==> config.mk <==
export PLATFORM = sky130hd
export DESIGN_NAME = trs_word_framer
export DESIGN_NICKNAME = d
export VERILOG_FILES = /design/src/rtl/sdv_frm_pkg.sv /design/src/rtl/trs_window.sv /design/src/rtl/word_phase.sv /design/src/rtl/word_pipe.sv /design/src/rtl/trs_word_framer.sv
export SDC_FILE = /design/constraint.sdc
export NUM_CORES = 1
export LEC_CHECK = 0
export BUFFER_PORTS_ARGS = -buffer_cell sky130_fd_sc_hd__clkbuf_2
export CORE_AREA = 3 3 88 81
export DETAILED_ROUTE_END_ITERATION = 16
export DIE_AREA = 0 0 91 84
export PLACE_DENSITY = 0.8
export SYNTH_ARGS = -nofsm -noshare
export SYNTH_HDL_FRONTEND = slang
export SYNTH_HIERARCHICAL = 1
export SYNTH_SLANG_ARGS = --single-unit
==> constraint.sdc <==
create_clock -name clk -period 4.1 [get_ports clk]
set_input_delay 0.615 -clock clk [delete_from_list [all_inputs] [get_ports clk]]
set_output_delay 0.615 -clock clk [all_outputs]
set_load 0.03 [all_outputs]
==> src/rtl/sdv_frm_pkg.sv <==
// Package: shared default geometry of the TRS word framer.
// Assumes a reference sequence has at least three words.
package sdv_frm_pkg;
    localparam int unsigned WORD_W_DEF    = 10;  // bits per word
    localparam int unsigned TRS_WORDS_DEF = 4;   // words per reference sequence
    localparam int unsigned H_BIT_DEF     = 6;   // end-of-video bit in the flag word
endpackage

==> src/rtl/trs_window.sv <==
// Sliding window over the serial stream. Every accepted bit is shifted in at
// the top, so the oldest bit sits at bit 0. hit fires in the cycle whose bit
// completes ones-word, zero-words, flag-word at any bit offset.
// Assumes N >= 3 and bits least-significant first.
module trs_window #(
    parameter int unsigned W = sdv_frm_pkg::WORD_W_DEF,
    parameter int unsigned N = sdv_frm_pkg::TRS_WORDS_DEF
) (
    input  logic         clk,
    input  logic         rst_n,
    input  logic         bit_in,
    input  logic         bit_vld,
    output logic         hit,
    output logic [W-1:0] last_word
);
    localparam int unsigned SR_W = W * N;

    logic [SR_W-1:0] sr;
    logic [SR_W-1:0] nxt;

    // Window contents after the present bit is taken in.
    always_comb nxt = {bit_in, sr[SR_W-1:1]};

    // Shift only on accepted bits.
    always_ff @(posedge clk) begin
        if (!rst_n)       sr <= '0;
        else if (bit_vld) sr <= nxt;
    end

    // Pattern compare on the post-shift window.
    always_comb begin
        hit       = bit_vld && (nxt[W-1:0] == '1) && (nxt[SR_W-W-1:W] == '0);
        last_word = nxt[SR_W-1 -: W];
    end
endmodule

==> src/rtl/word_phase.sv <==
// Bit position within the current word. A word ends on its last bit, or early
// when an off-boundary sequence is accepted with framing enabled. Then the
// flag word closes a word and the count restarts on the next bit.
// Assumes hit is only asserted together with bit_vld.
module word_phase #(
    parameter int unsigned W = sdv_frm_pkg::WORD_W_DEF
) (
    input  logic clk,
    input  logic rst_n,
    input  logic bit_vld,
    input  logic hit,
    input  logic frame_en,
    output logic done,
    output logic accept,
    output logic misaligned
);
    localparam int unsigned PH_W = $clog2(W);
    localparam logic [PH_W-1:0] LAST = PH_W'(W - 1);

    logic [PH_W-1:0] phase;
    logic            at_end;

    // Word-end and acceptance decisions.
    always_comb begin
        at_end     = (phase == LAST);
        done       = bit_vld && (at_end || (hit && frame_en));
        accept     = hit && (at_end || frame_en);
        misaligned = hit && !at_end;
    end

    // Bit counter, restarted at every word end.
    always_ff @(posedge clk) begin
        if (!rst_n)       phase <= '0;
        else if (done)    phase <= '0;
        else if (bit_vld) phase <= phase + PH_W'(1);
    end

    // with framing off an off-boundary sequence leaves the boundary alone
    p_hold_boundary_r7: assert property (@(posedge clk) disable iff (!rst_n)
        (!frame_en && misaligned) |=> (phase == $past(phase) + PH_W'(1)));
endmodule

==> src/rtl/word_pipe.sv <==
// Output stage. It holds N-1 completed words so that all N words of an
// accepted sequence are known before the first is shown. On acceptance it
// reloads with the known sequence words and their flags. Otherwise it shifts
// one word per completion.
// Assumes N >= 3 and done at most once per cycle.
module word_pipe #(
    parameter int unsigned W  = sdv_frm_pkg::WORD_W_DEF,
    parameter int unsigned N  = sdv_frm_pkg::TRS_WORDS_DEF,
    parameter int unsigned HB = sdv_frm_pkg::H_BIT_DEF
) (
    input  logic         clk,
    input  logic         rst_n,
    input  logic         done,
    input  logic         accept,
    input  logic         composite,
    input  logic [W-1:0] new_word,
    output logic [W-1:0] word_out,
    output logic         word_stb,
    output logic         trs_n,
    output logic         eav_n
);
    localparam int unsigned D = N - 1;

    logic [W-1:0] dq [D];
    logic [D-1:0] tq;
    logic [D-1:0] eq;

    // Delay line, flag tags and the registered output word.
    always_ff @(posedge clk) begin
        if (!rst_n) begin
            for (int k = 0; k < D; k++) dq[k] <= '0;
            tq       <= '0;
            eq       <= '0;
            word_out <= '0;
            word_stb <= 1'b0;
            trs_n    <= 1'b1;
            eav_n    <= 1'b1;
        end else begin
            word_stb <= done;
            if (done && accept) begin
                word_out <= '1;
                trs_n    <= 1'b0;
                eav_n    <= 1'b1;
                dq[0]    <= new_word;
                for (int k = 1; k < D; k++) dq[k] <= '0;
                tq       <= '1;
                eq       <= {{(D-1){1'b0}}, new_word[HB]};
            end else if (done) begin
                word_out <= dq[D-1];
                trs_n    <= !tq[D-1];
                eav_n    <= !(eq[D-1] && !composite);
                dq[0]    <= new_word;
                for (int k = 1; k < D; k++) dq[k] <= dq[k-1];
                tq       <= {tq[D-2:0], 1'b0};
                eq       <= {eq[D-2:0], 1'b0};
            end
        end
    end

    // a sequence opens with the all-ones word on a strobe
    p_trs_opens_r3: assert property (@(posedge clk) disable iff (!rst_n)
        $fell(trs_n) |-> (word_stb && word_out == '1));
    // the end-of-video mark only falls inside a sequence
    p_eav_in_trs_r4: assert property (@(posedge clk) disable iff (!rst_n)
        !eav_n |-> !trs_n);
    // composite mode never yields an end-of-video mark
    p_composite_quiet_r5: assert property (@(posedge clk) disable iff (!rst_n)
        (word_stb && !eav_n) |-> !$past(composite));
endmodule

==> src/rtl/trs_word_framer.sv <==
// Top level: finds reference sequences in the serial stream and frames 10-bit
// words on them. It tags sequence words and the end-of-video word, and reports
// an off-boundary sequence on nsp.
// Assumes a decoded (descrambled, NRZ) input stream, one bit per valid cycle.
module trs_word_framer #(
    parameter int unsigned W  = sdv_frm_pkg::WORD_W_DEF,
    parameter int unsigned N  = sdv_frm_pkg::TRS_WORDS_DEF,
    parameter int unsigned HB = sdv_frm_pkg::H_BIT_DEF
) (
    input  logic         clk,
    input  logic         rst_n,
    input  logic         ser_bit,
    input  logic         ser_vld,
    input  logic         frame_en,
    input  logic         composite,
    output logic [W-1:0] word_out,
    output logic         word_stb,
    output logic         trs_n,
    output logic         eav_n,
    output logic         nsp
);
    logic         hit;
    logic [W-1:0] last_word;
    logic         done;
    logic         accept;
    logic         misaligned;

    trs_window #(.W(W), .N(N)) u_win (
        .clk       (clk),
        .rst_n     (rst_n),
        .bit_in    (ser_bit),
        .bit_vld   (ser_vld),
        .hit       (hit),
        .last_word (last_word)
    );

    word_phase #(.W(W)) u_phase (
        .clk        (clk),
        .rst_n      (rst_n),
        .bit_vld    (ser_vld),
        .hit        (hit),
        .frame_en   (frame_en),
        .done       (done),
        .accept     (accept),
        .misaligned (misaligned)
    );

    word_pipe #(.W(W), .N(N), .HB(HB)) u_pipe (
        .clk       (clk),
        .rst_n     (rst_n),
        .done      (done),
        .accept    (accept),
        .composite (composite),
        .new_word  (last_word),
        .word_out  (word_out),
        .word_stb  (word_stb),
        .trs_n     (trs_n),
        .eav_n     (eav_n)
    );

    // New-sync-position flag, updated at every found sequence.
    always_ff @(posedge clk) begin
        if (!rst_n)   nsp <= 1'b0;
        else if (hit) nsp <= misaligned;
    end

    // off-boundary sequence raises nsp
    p_nsp_set_r8: assert property (@(posedge clk) disable iff (!rst_n)
        misaligned |=> nsp);
    // on-boundary sequence clears nsp
    p_nsp_clear_r8: assert property (@(posedge clk) disable iff (!rst_n)
        (hit && !misaligned) |=> !nsp);
endmodule

==> metrics, run 1 <==
outcome complete, no violations; Cell Area, Synth 0.00375 mm2; most frequent cells in the layout dfxtp_1, nor2b_1, mux2i_1; CTS Buffer Depth 2; Pwr Total 1.61 mW; CP startpoint kind flop; IO Pins 20; H-Tree Depth 3; Max-Cap Viols 0; register area share after synthesis 57.7%; starting density of the core 60.3%; Avg Inst Size Synth 12.3 um2; die width 91 um; Row Count 27; Slew @ Worst Pin 0.706 ns; FF+latch count, synth 93; Async SR Flop Fraction 0%; Primary FF master, synth dfxtp_1; FF-to-FF Start u_win/sr[24]; Slew Viols, Final 0; Nets 316; Die Area 0.00764 mm2; DRC Markers 0; register clock-pin slew on the reported worst setup and hold paths 0.09 ns; wire per inst 13.0 um; library cells used by synthesis 38; RSZ-0062 raised after global routing no; commonest non-fill, non-tap cell in the layout dfxtp_1; initial antenna violation count 0; Hold Slack 0.471 ns; setup total negative slack 0 ns; Routed Antenna Nets 0; Fmax achieved 0.356 GHz; die height 84 um; worst reg-to-reg setup slack 1.29 ns; R2R cell count 8; Hold Path End u_pipe/eq[2]; Inserted Clock Buffers 9; P_leak 1.56 nW; TritonCTS clock tree done; clock skew 0.00955 ns; Clk Latency, worst-skew pair 0.35 ns; Setup crit end kind flop; Critical R2R Capture u_pipe/dq[0][14]; clk sinks 93; crit share post-route 68.5%; first-pass GRT wire length 9250 um; VDD IR-drop max 0.000233 V; Core Region 0.00622 mm2; Clock Root Buffer clkbuf_8; Pwr Density 404 mW/mm2; antenna cell count 0; pre-CTS setup slack 1.23 ns; Total GRT Usage 15.0%; crit path kind reg -> reg; worst-path maximum fanout 21; layout cells sized above 1 17.6%; Critical Path RT 4.31 ns; min cycle time layout 2.81 ns; total grt overflow 0; via count 2049; largest net degree at the start of global routing 44; drt total wl 5210 um; FILL cells 488; setup slack after layout 1.29 ns; synthesis-to-layout area growth 6.14%; routability cong. 0.734; Worst slew margin 52.9%; IO Port Bufs 19; synthesized net count 312; Finish-stage setup viols 0; DRT iter0 DRCs 98; number of global-route vias before repair 2017; CTS Hold Buffers Added 0; EDFF count, synth 30; Synth Warn # 6; hold depth 2; # resized after CTS 0; HPWL Detailed 3380 um; final hold violations 0; Setup Buffers After CTS 0; Vias/cell 5.12; Syn Inst Count 304; hold_sp u_pipe/eq[2]; min-delay worst type reg -> reg; Critical Path AT 3.02 ns; Pre-antenna DRT Iters 4
registers in the layout (all words and copies together), names as in the netlist:
register / flops
u_phase/phase: 4
u_win/sr: 39
u_pipe/trs_n: 1
u_pipe/word_out: 10
u_pipe/eav_n: 1
u_pipe/eq: 3
u_pipe/dq: 30
u_pipe/word_stb: 1
nsp: 1
u_pipe/tq: 3
worst max-delay path, cell delays in order, from the launching register on:
cell and delay (ns):
dfxtp_1 0.33, nor4b_1 0.32, nand4_1 0.20, nor4_2 0.36
nand3_2 0.19, o31ai_4 0.22, buf_4 0.34, and3b_1 0.49
and2_1 0.22
how the worst max path moves through the flow:
| stage | startpoint | end | slack, ns | cells after the start |
|---|---|---|---|---|
| 4_1_cts | u_win/sr[24] | u_pipe/dq[0][14] | 1.26 | 8 |
| 3_5_place_dp | ser_vld | u_pipe/dq[0][14] | 1.23 | 8 |
| 3_3_place_gp | ser_vld | u_pipe/dq[0][0] | 1.30 | 7 |
| 6_report | u_win/sr[24] | u_pipe/dq[0][14] | 1.29 | 8 |
| 2_1_floorplan | ser_vld | u_pipe/dq[0][0] | 0.91 | 9 |
| 5_1_grt | u_win/sr[24] | u_pipe/dq[0][10] | 0.96 | 8 |
routing by layer:
layer / track usage, % / vias to the layer above / wire, um
met2: 25.2 / 26 / 2460
met3: 5.05 / 6 / 197
met1: 18.3 / 955 / 2500
li1: - / 1062 / -
met4: 4.11 / 0 / 51
met5: 0 / - / 0
cell usage after synthesis (4+ instances only):
master	number	area share [%]
dfxtp_1	63	34
nor2b_1	42	7.0
mux2i_1	41	11
edfxtp_1	30	24
and2_1	22	3.7
buf_4	17	3.4
and3_1	10	1.7
o221a_2	10	3.0
nor2_1	8	0.80
clkbuf_1	6	0.60
buf_6	5	1.5
nand2b_1	5	0.83
a21boi_1	4	0.80
nand4_1	4	0.67
o21ai_0	4	0.53
power by group:
| part | internal (mW) | switching (mW) |
|---|---|---|
| clock network | 0.285 | 0.307 |
| logic | 0.0221 | 0.0293 |
| registers | 0.961 | 0.00608 |
| total | 1.27 | 0.342 |
layout make-up:
| type | instances | area (um2) | area share, % |
|---|---|---|---|
| multi-input cells | 177 | 1370 | 34.4 |
| repair buffers | 24 | 133 | 3.33 |
| clock inverters | 7 | 72.6 | 1.82 |
| flip-flops and latches | 93 | 2160 | 54.3 |
| clock buffers | 9 | 124 | 3.11 |
| well taps | 87 | 109 | 2.73 |
| inverters | 3 | 11.3 | 0.283 |
stage by stage:
step	util [%]	instance area (um2)	instances
2_1_floorplan	-	3750	304
3_3_place_gp	60.9	3780	384
3_5_place_dp	60.9	3780	384
4_1_cts	64.0	3980	400
5_1_grt	64.0	3980	400
6_report	64.0	3980	400
logic make-up (layout without fill, tap and decap cells):
kind of cell | Yosys count | count (layout) | synth area share [%]
compound gates | 24 | 24 | 5.91
xor+xnor | 3 | 3 | 0.701
fa+ha+maj | 2 | 2 | 0.667
buf+inv | 34 | 43 | 6.21
flops | 93 | 93 | 57.7
mux | 41 | 41 | 10.9
simple gates | 107 | 107 | 17.9
No activity file was read; power rests on OpenSTA's default activity.
==> run 2: changes to the inputs <==
--- a/config.mk
+++ b/config.mk
@@ -5,11 +5,12 @@
 export SDC_FILE = /design/constraint.sdc
 export NUM_CORES = 1
 export LEC_CHECK = 0
+export ABC_AREA = 1
 export BUFFER_PORTS_ARGS = -buffer_cell sky130_fd_sc_hd__clkbuf_2
-export CORE_AREA = 3 3 88 81
+export CORE_AREA = 3 3 92 85
 export DETAILED_ROUTE_END_ITERATION = 16
-export DIE_AREA = 0 0 91 84
-export PLACE_DENSITY = 0.8
+export DIE_AREA = 0 0 95 88
+export PLACE_DENSITY = 0.76
 export SYNTH_ARGS = -nofsm -noshare
 export SYNTH_HDL_FRONTEND = slang
 export SYNTH_HIERARCHICAL = 1
==> constraint.sdc (replaced) <==
create_clock -name clk -period 2.3 [get_ports clk]
set_input_delay 0.345 -clock clk [delete_from_list [all_inputs] [get_ports clk]]
set_output_delay 0.345 -clock clk [all_outputs]
set_load 0.03 [all_outputs]
==> run 2 against run 1 <==
Cell count is 35% higher. Flip-flop and latch count unchanged. Global-route usage increased by 0.38 points. Register-to-register slack worse by 1.0 ns. Synthesized area is 1.0% lower. Critical path depth increased by 5. Hold slack got worse by 0.21 ns. Critical path type unchanged. Die area rose by 9.4%. Largest power group unchanged. Power up 94%.
==> metrics, run 2 <==
CP startpoint kind flop; crit-path most repeated cell nand2_1; crit path kind reg -> reg; hold depth 3 (+1); Clock Root Buffer clkbuf_8; Vias/cell 4.68 (-8.6%); die height 88 um (+4.8%); Slew Viols, Final 0 (unchanged); Critical Path AT 2.22 ns (-0.80 ns); Clk Latency, worst-skew pair 0.35 ns (about the same); RSZ-0062 raised after global routing no; Top delay family on crit path simple AND/OR/NAND/NOR gates; VDD IR-drop max 0.000518 V (+120%); Primary FF master, synth dfxtp_1; CTS Buffer Depth 2 (unchanged); P_leak 1.75 nW (+12%); Row Count 29 (+7.4%); Worst slew margin 58.4% (+5.5 points); Fmax achieved 0.495 GHz (+39%); crit-path cells nor2_1, nand2_1, nor2_1, nand2_1, nor2_2, nand2_1, nand2_1, nand2_1, inv_1, nand2_4, inv_6, nand2_4, nor2_1; initial antenna violation count 0 (unchanged); Pwr Density 780 mW/mm2 (+93%); Synth area leader dfxtp_1; Post-DP Area 0.00375 mm2 (-0.96%); max reg flops 39 (unchanged); FF-to-FF Start u_win/sr[28]; Routed Antenna Nets 0 (unchanged); Finish-stage setup viols 0 (unchanged); synthesis-to-layout area growth 7.72%; biggest regs u_win/sr (39), u_pipe/dq (30), u_pipe/word_out (10); Avg Inst Size Synth 8.55 um2 (-31%); worst reg-to-reg setup slack 0.28 ns (-1.01 ns); R2R cell count 13 (+5); register clock-pin slew on the reported worst setup and hold paths 0.09 ns (about the same); Syn Inst Count 434 (+43%); H-Tree Depth 3 (unchanged); instance count on the critical path 13 (+5); wire per inst 11.0 um (-16%); clk sinks 93 (unchanged); starting density of the core 53.0% (-7.3 points); Crit. Startpoint u_win/sr[28]; setup total negative slack 0 ns (unchanged); EDFF count, synth 30 (unchanged); Async SR Flop Fraction 0% (unchanged); most frequent cells in the layout nor2_1, dfxtp_1, nand2_1; via count 2524 (+23%); FILL cells 646 (+32%); Slowest cell on crit path dfxtp_1; synthesized net count 442 (+42%); Setup crit end kind flop; library cells used by synthesis 26 (-32%); synth top area cells dfxtp_1, edfxtp_1, nor2_1; peak per-stage delay on the critical path 0.33 ns (-0.16 ns); IO Pins 20 (unchanged); crit share post-route 87.9% (+19 points); footprint of the multi-input gates 0.00114 mm2 (-16%); Synth Warn # 6 (unchanged); most instantiated cells after synthesis nor2_1, dfxtp_1, nand2_1; Cell Area, Synth 0.00371 mm2 (-1.0%); Critical Path RT 2.49 ns (-1.82 ns); Top reg by flops u_win/sr; Worst Setup EP u_pipe/dq[0][27]; min cycle time layout 2.02 ns (-0.789 ns); Total GRT Usage 15.4% (+0.38 points); Core Region 0.00700 mm2 (+13%); layout cells sized above 1 12.6% (-5.0 points); Inserted Clock Buffers 9 (unchanged); FF+latch count, synth 93 (unchanged); Pre-antenna DRT Iters 4 (unchanged); commonest non-fill, non-tap cell in the layout nor2_1; final core occ 57.1% (-6.9 points); Slew @ Worst Pin 0.623 ns (-0.0838 ns); Critical R2R Capture u_pipe/dq[0][27]; routability cong. 0.735 (+0.25%); Die Area 0.00836 mm2 (+9.4%); first-pass GRT wire length 10000 um (+8.3%); min-delay worst type in -> reg; largest net degree at the start of global routing 45 (+2.3%); die width 95 um (+4.4%); DRC Markers 0 (unchanged); outcome complete, no violations; Final Cell Area 0.00400 mm2 (+0.44%); IO Port Bufs 19 (unchanged); Reg area 0.00216 mm2 (unchanged); crit path buf inv count 2 (+1); number of global-route vias before repair 2308 (+14%); worst-path maximum fanout 20 (-4.8%); Max-Cap Viols 0 (unchanged); Setup Buffers After CTS 0 (unchanged); clock skew 0.0155 ns (+0.00596 ns); Nets 449 (+42%); register area share after synthesis 58.3% (+0.60 points); final hold violations 0 (unchanged); TritonCTS clock tree done; total grt overflow 0 (unchanged); Hold Slack 0.257 ns (-0.214 ns); HPWL Detailed 3820 um (+13%); DRT iter0 DRCs 123 (+26%); most frequent cell after synthesis nor2_1; antenna cell count 0 (unchanged); Synth top area share 34.0% (+0.35 points); drt total wl 5910 um (+13%)
[run 2: changes by cell type in the layout (fill, tap and decap cells not counted), sizes merged, moves of 22 or more]
cell / delta
o21ai: +47
nor2: +113
nor2b: -42
mux2i: -41
nand2: +65
inv: +46
and2: -22
[run 2: worst reg2reg max path: stages, from the launching register on]
cell and delay (ns):
dfxtp_1 0.33, nor2_1 0.10, nand2_1 0.06, nor2_1 0.11, nand2_1 0.10, nor2_2 0.18, nand2_1 0.09, nand2_1 0.07
nand2_1 0.07, inv_1 0.18, nand2_4 0.15, inv_6 0.14, nand2_4 0.14, nor2_1 0.15
[run 2: area by class of cell]
type / instances / share of cell area, %
Tap cell: 93 / 2.91
Timing Repair inverter: 1 / 0.188
Clock buffer: 11 / 4.35
Timing Repair Buffer: 24 / 3.32
Inverter: 53 / 5.20
Clock inverter: 5 / 1.35
Multi-Input combinational cell: 259 / 28.6
Sequential cell: 93 / 54.1
[run 2: timing repair]
item | 4_1_cts | 5_1_grt
gates resized for setup | 0 | 5
hold buffers | 0 | 0
endpoints found under the setup margin | 0 | 50
[run 2: kinds of logic (layout without fill, tap and decap cells)]
group,after synthesis,after routing,synth area share [%]
buffers and inverters,82,94,11.2
xor gates and xnor gates,2,2,0.472
and+or+nand+nor,193,193,20.8
adders and majority gates,2,2,0.674
AOI/OAI and AO/OA,62,62,8.63
DFF,93,93,58.3
[run 2: power by group]
part / leakage (nW) / internal [mW] / total [mW] / switching [mW]
Sequential: 0.826 / 1.75 / 1.79 / 0.0379
Combinational: 0.810 / 0.0544 / 0.162 / 0.107
Clock: 0.111 / 0.629 / 1.17 / 0.537
[run 2: worst min-delay path by stage]
stage / slack (ns) / end / start
6_report: 0.26 / u_pipe/tq[0] / rst_n
4_1_cts: 0.24 / u_pipe/tq[0] / rst_n
2_1_floorplan: 0.42 / u_pipe/tq[2] / u_pipe/tq[2]
3_5_place_dp: 0.44 / u_pipe/word_out[1] / u_pipe/word_out[1]
5_1_grt: 0.24 / u_pipe/tq[0] / rst_n
3_3_place_gp: 0.43 / u_pipe/tq[2] / u_pipe/tq[2]
[run 2: per-layer routing]
metal / vias up / wire (um) / global-route usage (%)
met5: - / 0 / 0
met4: 0 / 46 / 4.33
met3: 4 / 214 / 5.41
met2: 32 / 2850 / 26.2
met1: 1145 / 2790 / 18.4
li1: 1343 / - / -
[run 2: metrics by stage]
step,setup WS (ns),cells,power [mW]
6_report,0.279,539,3.12
5_1_grt,0.0138,539,3.26
4_1_cts,0.00815,538,3.16
3_5_place_dp,0.00291,522,1.99
3_3_place_gp,0.161,522,1.98
2_1_floorplan,0.127,434,1.96
